<file path="config.mk">
export PLATFORM = sky130hd
export DESIGN_NAME = csdec_top
export DESIGN_NICKNAME = d
export VERILOG_FILES = /design/src/rtl/csdec_pkg.sv /design/src/rtl/csdec_regs.sv /design/src/rtl/csdec_match.sv /design/src/rtl/csdec_prio.sv /design/src/rtl/csdec_top.sv
export SDC_FILE = /design/constraint.sdc
export NUM_CORES = 1
export LEC_CHECK = 0
export ABC_CLOCK_PERIOD_IN_PS = 1700
export BUFFER_PORTS_ARGS = -buffer_cell sky130_fd_sc_hd__buf_2
export CAP_MARGIN = 5
export CORE_ASPECT_RATIO = 1.5
export CORE_MARGIN = 1
export CORE_UTILIZATION = 53
export CTS_CLUSTER_SIZE = 16
export DETAILED_ROUTE_END_ITERATION = 7
export GPL_TIMING_DRIVEN = 0
export HOLD_SLACK_MARGIN = 0.05
export PLACE_DENSITY = 0.75
export SETUP_SLACK_MARGIN = 0.02
export SYNTH_ARGS = -nofsm -noshare
export SYNTH_HDL_FRONTEND = slang
export SYNTH_SLANG_ARGS = --single-unit
export TNS_END_PERCENT = 30
</file>
<file path="constraint.sdc">
create_clock -name clk -period 1.7 [get_ports clk]
set_clock_uncertainty 0.1 [all_clocks]
set_input_delay 0.34 -clock clk [delete_from_list [all_inputs] [get_ports clk]]
set_output_delay 0.34 -clock clk [all_outputs]
set_load 0.02 [all_outputs]
</file>
<file path="src/rtl/csdec_pkg.sv">
package csdec_pkg;
    localparam int AREAS  = 5;
    localparam int TAG_W  = 16;
    localparam int ADDR_W = 32;
    localparam int IDX_W  = 4;
endpackage

</file>
<file path="src/rtl/csdec_regs.sv">
module csdec_regs #(
    parameter int N_AREA = 5,
    parameter int TAG_W  = 16,
    parameter int IDX_W  = 4
) (
    input  logic                          clk,
    input  logic                          rst,
    input  logic                          wr_en,
    input  logic [IDX_W-1:0]              wr_idx,
    input  logic [TAG_W-1:0]              wr_data,
    output logic [N_AREA-1:0][TAG_W-1:0]  base_q,
    output logic [N_AREA-1:0][TAG_W-1:0]  ign_q
);
    localparam int IGN_OFS = 2 ** (IDX_W - 1);

    typedef struct packed {
        logic [N_AREA-1:0][TAG_W-1:0] base;
        logic [N_AREA-1:0][TAG_W-1:0] ign;
    } bank_t;

    bank_t bank_d, bank_q;

    always_comb begin
        bank_d = bank_q;
        if (rst) begin
            for (int i = 0; i < N_AREA; i++) begin
                bank_d.base[i] = TAG_W'(i + 1);
                bank_d.ign[i]  = '0;
            end
        end else if (wr_en) begin
            for (int i = 0; i < N_AREA; i++) begin
                if (wr_idx == IDX_W'(i))           bank_d.base[i] = wr_data;
                if (wr_idx == IDX_W'(IGN_OFS + i)) bank_d.ign[i]  = wr_data;
            end
        end
    end

    always_ff @(posedge clk) begin
        bank_q <= bank_d;
    end

    assign base_q = bank_q.base;
    assign ign_q  = bank_q.ign;
endmodule

</file>
<file path="src/rtl/csdec_match.sv">
module csdec_match #(
    parameter int N_AREA = 5,
    parameter int TAG_W  = 16
) (
    input  logic [TAG_W-1:0]              tag,
    input  logic [N_AREA-1:0][TAG_W-1:0]  base_q,
    input  logic [N_AREA-1:0][TAG_W-1:0]  ign_q,
    output logic [N_AREA-1:0]             hit
);
    for (genvar g = 0; g < N_AREA; g++) begin : g_area
        assign hit[g] = ~|((tag ^ base_q[g]) & ~ign_q[g]);
    end
endmodule

</file>
<file path="src/rtl/csdec_prio.sv">
module csdec_prio #(
    parameter int N_AREA = 5
) (
    input  logic [N_AREA-1:0] hit,
    input  logic              addr_vld,
    output logic [N_AREA:0]   cs_n
);
    logic [N_AREA:0] grant;
    logic            taken;

    always_comb begin
        grant = '0;
        taken = 1'b0;
        for (int i = 0; i < N_AREA; i++) begin
            if (hit[i] && !taken) begin
                grant[i+1] = 1'b1;
                taken      = 1'b1;
            end
        end
        if (!taken) grant[0] = 1'b1;
        cs_n = addr_vld ? ~grant : '1;
    end
endmodule

</file>
<file path="src/rtl/csdec_top.sv">
module csdec_top #(
    parameter int N_AREA = csdec_pkg::AREAS,
    parameter int TAG_W  = csdec_pkg::TAG_W,
    parameter int ADDR_W = csdec_pkg::ADDR_W,
    parameter int IDX_W  = csdec_pkg::IDX_W
) (
    input  logic              clk,
    input  logic              rst,
    input  logic              wr_en,
    input  logic [IDX_W-1:0]  wr_idx,
    input  logic [TAG_W-1:0]  wr_data,
    input  logic [ADDR_W-1:0] addr,
    input  logic              addr_vld,
    output logic [N_AREA:0]   cs_n
);
    logic [N_AREA-1:0][TAG_W-1:0] base_q;
    logic [N_AREA-1:0][TAG_W-1:0] ign_q;
    logic [N_AREA-1:0]            hit;
    logic [TAG_W-1:0]             tag;

    assign tag = addr[ADDR_W-1 -: TAG_W];

    csdec_regs #(.N_AREA(N_AREA), .TAG_W(TAG_W), .IDX_W(IDX_W)) i_regs (
        .clk(clk), .rst(rst), .wr_en(wr_en), .wr_idx(wr_idx),
        .wr_data(wr_data), .base_q(base_q), .ign_q(ign_q)
    );

    csdec_match #(.N_AREA(N_AREA), .TAG_W(TAG_W)) i_match (
        .tag(tag), .base_q(base_q), .ign_q(ign_q), .hit(hit)
    );

    csdec_prio #(.N_AREA(N_AREA)) i_prio (
        .hit(hit), .addr_vld(addr_vld), .cs_n(cs_n)
    );
endmodule

</file>
==> flow_summary.toml, run 1 <==
[finish]
final_core_util_pct = 63.8
multiInputGateArea_um2 = 3460
seqCellArea_um2 = 3210
final_cells = 1053
syn_to_final_growth_pct = 15.8
n_antenna_cell = 0
fin_nets = 940
fill_cells = 1128
drive_above_1_share_pct = 13.7
final_area_um2 = 8060

[hold_path]
holdPathStages = 3
min_from = "wr_data[11]"
hold_end = "i_regs.base_q[27]"
hp-class = "input port to register"

[logic_synthesis]
ys_ff_latch = 160
synthCells = 851
yosysSeqAreaShare_pct = 46.0
async_reset_ff_share_pct = 0
postSynthAreaPerCell_um2 = 8.18
synthFlopType = "dfxtp_1"
synth_edf_count = 0
synth_top_area_share_pct = 46.0
synth_top_area_cell = "dfxtp_1"
synthesis.area_um2 = 6960
synth_warnings = 0
netlist-cell-type-count = 30
synth.area.top_cells = "dfxtp_1, nand2_1, xnor2_1, a21oi_1, mux2i_1"
synth_nets = 907

[clocking]
insertion_delay_ns = 0.42
cts-root-buf = "clkbuf_16"
clock_path_buffers = 2
cts_tree = "done"
postCtsHoldBufs = 0
cts-htree-levels = 4
cts.sinks = 160
clkTransAtPathRegs_ns = 0.06
cts_made_buffers = 17

[die]
start_util_pct = 55.1
coreArea_um2 = 12600
die-height_um = 142
dieArea_um2 = 13600
num_rows = 50
pin_count = 62
fp.dieW_um = 95.6

[setup_path]
cp.arrival_ns = 2.16
setup.worst_path.start_class = "register"
criticalPathCategory = "register to primary output"
timing.rr.end = "i_regs.ign_q[34]"
required_ns = 1.26
worstRegToRegCells = 2
r2r-start = "i_regs.ign_q[34]"
slowest_delay_ns = 0.39
path_buf_inv = 1
cp-end-kind = "primary output"
path_cells = "xnor2_1 -> o22ai_2 -> nor4_4 -> a21boi_2 -> nand3_2 -> or3b_4 -> buf_2"
crit_family = "simple AND/OR/NAND/NOR gates"
slowest_stage = "or3b_4"
rrSetupSlack_ns = 0.94
cp_max_fo = 3

[route]
post_drt_wl_per_cell_um = 19.1
dr_total_vias = 5977
drc = 0
drt_first_pass_iters = 5
via_per_inst = 5.68
drt_iter0_drc = 355
wirelength_um = 20100
ant_nets = 0

[power]
p_per_area_nw_per_um2 = 1100
leakage_uw = 0.00268
ir_worst_vdd_v = 0.000557

[global_routing]
antenna_found_initial = 0
grt_overflow = 0
first_global_vias = 5818
grt_pass1_wl_um = 30500
grtUsageTotal_pct = 30.9
grt_max_degree = 17

[timing]
rsz0062_at_grt = "true"
holdWs_ns = 0.173
worstMarginPinSlew_ns = 0.771
relSlewSlack_pct = 48.6
layout_min_cycle_time_ns = 2.60
finalHoldViolCount = 0
timing.final.crit_share_pct = 153
setup_violations = 6
fmax_mhz = 385
worst_slack_ns = -0.898
slew_violations = 0

[run_status]
violations = "negative setup slack"
status = "complete, but fails checks"

[placed_design]
dp_cells = 1019
hpwlAfterDp_um = 14000
port-buffer-count = 12
gp_congestion = 0.873
placed_cell_area_um2 = 7230

[flow_run]
drv_cap = 0
Yosys cell counts, types with 2 or more instances:
| library cell | n |
|---|---|
| buf_2 | 21 |
| nand3_1 | 5 |
| and3b_1 | 2 |
| nand2_1 | 262 |
| a21oi_1 | 121 |
| buf_4 | 19 |
| nor4_1 | 10 |
| nor2_1 | 33 |
| nand3b_1 | 10 |
| dfxtp_1 | 160 |
| and3_1 | 2 |
| nand4_1 | 3 |
| nor2_2 | 2 |
| nor3b_2 | 2 |
| clkbuf_1 | 31 |
| mux2i_1 | 32 |
| xnor2_1 | 80 |
| o22ai_1 | 40 |
| buf_6 | 5 |
cell families (layout without fill, tap and decap cells):
kind of cell           count (synthesis)  count (layout)  synth area share [%]
AO/OA/AOI/OAI                        162             162                  12.5
XOR/XNOR                              80              80                  10.1
buffers and inverters                 79             125                  6.36
flip-flops                           160             160                  46.0
multiplexers                          32              32                  4.60
AND/OR/NAND/NOR                      338             338                  20.5
stage by stage:
| stage | setup slack [ns] | TNS (ns) | total power (µW) |
|---|---|---|---|
| floorplan | -0.243 | -1.06 | 4330 |
| global placement | -0.742 | -18.98 | 4540 |
| detailed placement | -0.740 | -20.76 | 4540 |
| CTS | -0.871 | -4.53 | 8870 |
| global route | -0.948 | -5.14 | 9090 |
| finish | -0.898 | -4.66 | 8890 |
routing by layer:
layer	vias up	global-route usage, %	part of all wire, %
li1	2858	-	-
met1	2820	31.8	37
met2	210	55.0	52
met3	89	5.82	4.1
met4	0	21.8	6.8
met5	-	0	0
worst max path at each step:
stage                            startpoint       to  slack (ns)  cells past startpoint
after floorplan                    addr[27]  cs_n[0]       -0.24                      7
after global placement             addr[17]  cs_n[5]       -0.74                      8
after detailed placement           addr[17]  cs_n[5]       -0.74                      8
after CTS                  i_regs.base_q[4]  cs_n[5]       -0.87                      7
after global routing      i_regs.base_q[10]  cs_n[5]       -0.95                      7
final                      i_regs.base_q[4]  cs_n[5]       -0.90                      7
timing repair:
item | CTS | global route
setup buffers | 1 | 1
resized for setup | 8 | 17
endpoints found under the setup margin | 6 | 17
hold endpoints to repair | 0 | 0
pin swaps | 1 | 11
sequential cells by signal, summed over array words and instances, names as in the netlist:
name / count
i_regs.base_q: 80
i_regs.ign_q: 80
cells in the final DEF, fill, tap and decap left out, types with 2 or more instances in the layout:
cell / instances
nand3_1: 5
nor2_2: 3
dfxtp_2: 2
buf_6: 6
xnor2_2: 6
o22ai_1: 35
and3_1: 2
nand2_1: 262
bufinv_16: 6
xnor2_1: 74
and3b_1: 2
nor4_1: 2
nor4_2: 7
o22ai_2: 5
a21oi_1: 121
nor2_1: 32
nor3b_2: 2
buf_4: 22
dfxtp_1: 158
mux2i_1: 32
nand4_1: 3
buf_2: 31
nand3b_1: 10
clkbuf_1: 34
clkbuf_16: 17
clkbuf_8: 3
layout make-up:
class / count / area share (%)
timing repair buffer: 14 / 1.04
clock buffer: 23 / 5.93
buffer: 77 / 5.40
clock inverter: 9 / 2.50
sequential: 160 / 39.8
tap: 156 / 2.42
inverter: 2 / 0.0931
multi-input combinational: 612 / 42.9
worst min-delay path, delay by kind of cell:
| kind | cells | cell delay (ns) |
|---|---|---|
| buffers and inverters | 1 | 0.18 |
| and+or+nand+nor | 1 | 0.08 |
| AOI/OAI and AO/OA | 1 | 0.05 |
power breakdown:
group,internal (µW),switching [µW],leakage [µW]
clock network,2880,1510,0.000328
logic,238,435,0.00106
registers,3800,31.1,0.00129
(Power assumes the default switching activity.)
==> run 2: changes to the inputs <==
Settings changed: CELL_PAD_IN_SITES_DETAIL_PLACEMENT set to 1, CELL_PAD_IN_SITES_GLOBAL_PLACEMENT set to 1, CORE_UTILIZATION 53 to 40, PLACE_DENSITY 0.75 to not set, PLACE_DENSITY_LB_ADDON set to 0.1.
==> flow_summary.toml, run 2 (synthesis gave the netlist of run 1 again) <==
[power]
ir_worst_vdd_v = 0.000542
leakage_uw = 0.00261
p_per_area_nw_per_um2 = 1060

[global_routing]
grt_max_degree = 17
grt_use_met1_pct = 32.5
grt_overflow = 0
antenna_found_initial = 0
first_global_vias = 6365
grt.busiest_layer = "met2"
grt_use_met3_pct = 4.95
grtUsageTotal_pct = 28.6
use_met2_pct = 51.3
grt_pass1_wl_um = 36400

[clocking]
clkTransAtPathRegs_ns = 0.07
cts-root-buf = "clkbuf_16"
postCtsHoldBufs = 0
insertion_delay_ns = 0.43
cts_tree = "done"
cts-htree-levels = 4
cts.sinks = 160
cts_made_buffers = 17
clock_path_buffers = 2

[finish]
final_core_util_pct = 47.2
final_common_cell = "nand2_1"
n_antenna_cell = 0
syn_to_final_growth_pct = 14.7
drive_above_1_share_pct = 13.1
multiInputGateArea_um2 = 3400
fill_cells = 2041
final_area_um2 = 7990
final_cells = 1106
seqCellArea_um2 = 3210
fin_nets = 939
layout_common_cells = "nand2_1, dfxtp_1, a21oi_1, xnor2_1, o22ai_1"

[route]
drc = 0
dr_total_vias = 6005
ant_nets = 0
drt_iter0_drc = 276
via_per_inst = 5.43
drt_first_pass_iters = 5
post_drt_wl_per_cell_um = 21.7
wirelength_um = 24000

[timing]
relSlewSlack_pct = 40.4
layout_min_cycle_time_ns = 2.57
setup_violations = 6
worst_slack_ns = -0.871
fmax_mhz = 389
slew_violations = 0
worstMarginPinSlew_ns = 0.894
rsz0062_at_grt = "true"
finalHoldViolCount = 0
timing.final.crit_share_pct = 151

[placed_design]
placed_cell_area_um2 = 7290
hpwlAfterDp_um = 16600
dp_cells = 1073
gp_congestion = 0.804
dp_slack_ns = -0.761
port-buffer-count = 12

[die]
num_rows = 58
pin_count = 62
dieArea_um2 = 17900
coreArea_um2 = 16900
start_util_pct = 41.2
die-height_um = 164
fp.dieW_um = 110

[setup_path]
criticalPathCategory = "register to primary output"
cp-end-kind = "primary output"
path_cells = "xnor2_1 -> o22ai_2 -> nor4_4 -> a21boi_2 -> nand3_2 -> or3b_4 -> buf_6"
path_buf_inv = 1
cp.arrival_ns = 2.13
rrSetupSlack_ns = 0.91
setup.worst_path.start_class = "register"
cp_max_fo = 3
required_ns = 1.26
crit_family = "simple AND/OR/NAND/NOR gates"
slowest_stage = "or3b_4"
slowest_delay_ns = 0.40

[run_status]
violations = "negative setup slack"
status = "complete, but fails checks"

[flow_run]
drv_cap = 0

[hold_path]
hp-class = "input port to register"
-- run 2: changes by cell type in the layout (fill, tap and decap cells not counted), sizes merged --
| cell | before | now |
|---|---|---|
| bufinv | 6 | 3 |
| buf | 60 | 59 |
| clkbuf | 54 | 49 |
| clkinv | 1 | 9 |
-- run 2: area by class of cell --
type / instances / area share (%)
multi-input cells: 612 / 42.6
flip-flops and latches: 160 / 40.1
plain buffers: 77 / 5.45
clock buffers: 18 / 5.37
well taps: 210 / 3.29
clock inverters: 14 / 2.08
repair buffers: 13 / 0.956
inverters: 2 / 0.0940
-- run 2: routing by layer --
layer / vias to the layer above / wire (µm)
met3: 43 / 999
li1: 2847 / -
met2: 132 / 12400
met5: - / 0
met4: 0 / 833
met1: 2983 / 9690
-- run 2: metrics by stage --
| step | power [µW] | hold slack (ns) | setup TNS [ns] |
|---|---|---|---|
| after global routing | 8700 | 0.201 | -5.15 |
| after floorplan | 4330 | 0.336 | -1.06 |
| final | 8470 | 0.194 | -4.59 |
| after CTS | 8510 | 0.187 | -4.68 |
| after global placement | 4570 | 0.343 | -30.24 |
| after detailed placement | 4590 | 0.351 | -36.62 |
-- run 2: worst paths after layout --
kind	endpoint	startpoint	cells past startpoint
worst max register to register	i_regs.ign_q[19]	i_regs.ign_q[19]	2
worst max-delay path	cs_n[5]	i_regs.base_q[4]	7
worst min-delay path	i_regs.ign_q[61]	wr_data[13]	3
worst min register to register	i_regs.ign_q[77]	i_regs.ign_q[77]	2
-- run 2: where the power goes --
part	switching (µW)	leakage, µW	internal [µW]
clock network	1640	0.000294	2310
logic	462	0.00103	231
registers	31.2	0.00129	3800
-- run 2: repair_timing --
| action | 4_1_cts | 5_1_grt |
|---|---|---|
| setup endpoints to repair | 6 | 16 |
| pin swaps | 6 | 1 |
| resized for setup | 16 | 2 |
| setup buffers | 1 | 0 |
-- run 2: worst min-delay path, stage by stage --
cell	delay [ns]
buf_2	0.21
nand2_1	0.09
a21oi_1	0.05
==> run 3: changes to the inputs <==
Settings changed: ABC_AREA set to 1, CORE_UTILIZATION 40 to 38, GPL_TIMING_DRIVEN 0 to not set.
==> flow_summary.toml, run 3 <==
[run_status]
status = "complete, but fails checks"
violations = "negative setup slack"

[route]
drt_first_pass_iters = 4
dr_total_vias = 7328
drc = 0
drt_iter0_drc = 275
ant_nets = 0
post_drt_wl_per_cell_um = 16.2
via_per_inst = 4.87
wirelength_um = 24400

[logic_synthesis]
synth_top_area_cell = "dfxtp_1"
synth_edf_count = 0
async_reset_ff_share_pct = 0
synthesis.area_um2 = 7400
synth_commonest_cells = "nor2_1, nand2_1, dfxtp_1, o21ai_0, inv_1"
synth_nets = 1174
yosysSeqAreaShare_pct = 43.3
synthFlopType = "dfxtp_1"
synth.area.top_cells = "dfxtp_1, nor2_1, nand2_1, o21ai_0, a21oi_1"
synth_warnings = 0
synth_top_area_share_pct = 43.3
ys_ff_latch = 160
postSynthAreaPerCell_um2 = 6.62
synthCells = 1118
synth_most_common_cell = "nor2_1"
netlist-cell-type-count = 24

[finish]
fin_nets = 1291
layout_common_cells = "nor2_1, nand2_1, dfxtp_1, o21ai_0, inv_1"
drive_above_1_share_pct = 20.1
syn_to_final_growth_pct = 28.5
final_common_cell = "nor2_1"
final_area_um2 = 9510
final_cells = 1506

[timing]
fmax_mhz = 425
relSlewSlack_pct = 63.9
finalHoldViolCount = 0
setup_violations = 6
layout_min_cycle_time_ns = 2.35
worst_slack_ns = -0.653
worstMarginPinSlew_ns = 0.541
slew_violations = 0
timing.final.crit_share_pct = 138
rsz0062_at_grt = "true"

[placed_design]
hpwlAfterDp_um = 17200
port-buffer-count = 45
dp_cells = 1470
placed_cell_area_um2 = 8720
gp_congestion = 0.779

[die]
fp.dieW_um = 116
coreArea_um2 = 19100
num_rows = 62
dieArea_um2 = 20000
start_util_pct = 38.8
die-height_um = 173
pin_count = 62

[setup_path]
cp.arrival_ns = 1.91
worstRegToRegCells = 3
setup.worst_path.start_class = "register"
timing.rr.end = "i_regs.ign_q[36]"
criticalPathCategory = "register to primary output"
cp-endpoint = "cs_n[4]"
critPathLaunch = "i_regs.base_q[0]"
cp_max_fo = 4
r2r-start = "i_regs.ign_q[36]"
cp-end-kind = "primary output"
required_ns = 1.26
rrSetupSlack_ns = 0.84

[global_routing]
use_met2_pct = 49.9
grt_max_degree = 58
grt.busiest_layer = "met2"
antenna_found_initial = 2
grt_pass1_wl_um = 39300
grtUsageTotal_pct = 26.0
grt_use_met1_pct = 28.4
first_global_vias = 7635
grt_overflow = 0
grt_use_met3_pct = 3.54

[power]
leakage_uw = 0.00432
p_per_area_nw_per_um2 = 929
pwr-share-comb_pct = 9.7
ir_worst_vdd_v = 0.000574
clockPowerShare_pct = 46.5
p_int_uw = 6590
switching_share_pct = 25.4
power_switching_uw = 2240
p_seq_share_pct = 43.8

[clocking]
cts.sinks = 160
clock_path_buffers = 2
cts-root-buf = "clkbuf_16"
insertion_delay_ns = 0.43
clkTransAtPathRegs_ns = 0.07
postCtsHoldBufs = 0
cts_made_buffers = 17
cts-htree-levels = 4
cts_tree = "done"

[hold_path]
hp-class = "input port to register"

[flow_run]
drv_cap = 0
run 3: how the worst min path moves through the flow:
stage / from / end / slack [ns] / depth (start not counted)
5_1_grt: wr_data[8] / i_regs.ign_q[24] / 0.17 / 3
3_5_place_dp: i_regs.ign_q[66] / i_regs.ign_q[66] / 0.34 / 2
3_3_place_gp: i_regs.ign_q[67] / i_regs.ign_q[67] / 0.33 / 2
2_1_floorplan: i_regs.ign_q[67] / i_regs.ign_q[67] / 0.32 / 2
4_1_cts: wr_data[7] / i_regs.ign_q[7] / 0.15 / 3
6_report: wr_data[7] / i_regs.ign_q[7] / 0.17 / 3
run 3: logic make-up (layout without fill, tap and decap cells):
group                  Yosys count  count (layout)  share of synthesized area [%]
AO/OA/AOI/OAI                  259             259                           17.6
AND/OR/NAND/NOR                495             495                           27.2
other                            0               2                              0
XOR/XNOR                         3               3                          0.355
flip-flops                     160             160                           43.3
buffers and inverters          201             331                           11.5
run 3: power groups by stage:
stage               combinational [µW]  sequential, µW  clock, µW
floorplan                          498            3940          0
global placement                   828            3950          0
detailed placement                 843            3950          0
CTS                                859            3870       4170
global route                       966            3880       4350
finish                             858            3870       4100
run 3: what timing repair did:
item,CTS,global route
resized for setup,16,30
pin swaps,7,16
setup buffers,2,1
endpoints found under the setup margin,6,6
run 3: layout make-up:
class / count / area, µm²
diodes: 2 / 5.00
clock buffers: 20 / 467
clock inverters: 12 / 158
fillers: 2532 / 9580
inverters: 137 / 515
multi-input cells: 757 / 3490
flip-flops and latches: 160 / 3210
well taps: 256 / 320
repair buffers: 162 / 1350
run 3: metrics by stage:
| stage | TNS, ns | setup slack [ns] | power, µW | utilization, % | hold WS (ns) |
|---|---|---|---|---|---|
| 2_1_floorplan | 0 | 0.00420 | 4440 | - | 0.320 |
| 3_3_place_gp | -3.14 | -0.576 | 4780 | 45.7 | 0.332 |
| 3_5_place_dp | -3.38 | -0.582 | 4800 | 45.7 | 0.341 |
| 4_1_cts | -3.96 | -0.714 | 8900 | 49.4 | 0.155 |
| 5_1_grt | -4.21 | -0.759 | 9200 | 49.8 | 0.168 |
| 6_report | -3.56 | -0.653 | 8830 | 49.8 | 0.166 |
run 3: per-layer routing:
metal	part of all wire (%)	up-vias	routed length [µm]
met5	0	-	0
met4	2.4	0	588
met3	1.4	29	336
met2	55	57	13500
met1	41	3514	9990
li1	-	3728	-
run 3: worst max-delay path, stage by stage, from the launching register on:
cell and delay, ns:
dfxtp_2 0.36, nand2_2 0.06, nand2_2 0.06, nor2_2 0.04, nor2_2 0.15, nand2_2 0.10
nor2_2 0.11, buf_6 0.11, nand2_4 0.05, nand2_4 0.08, nor2_4 0.04, buf_12 0.14
nand2_4 0.07, buf_6 0.11
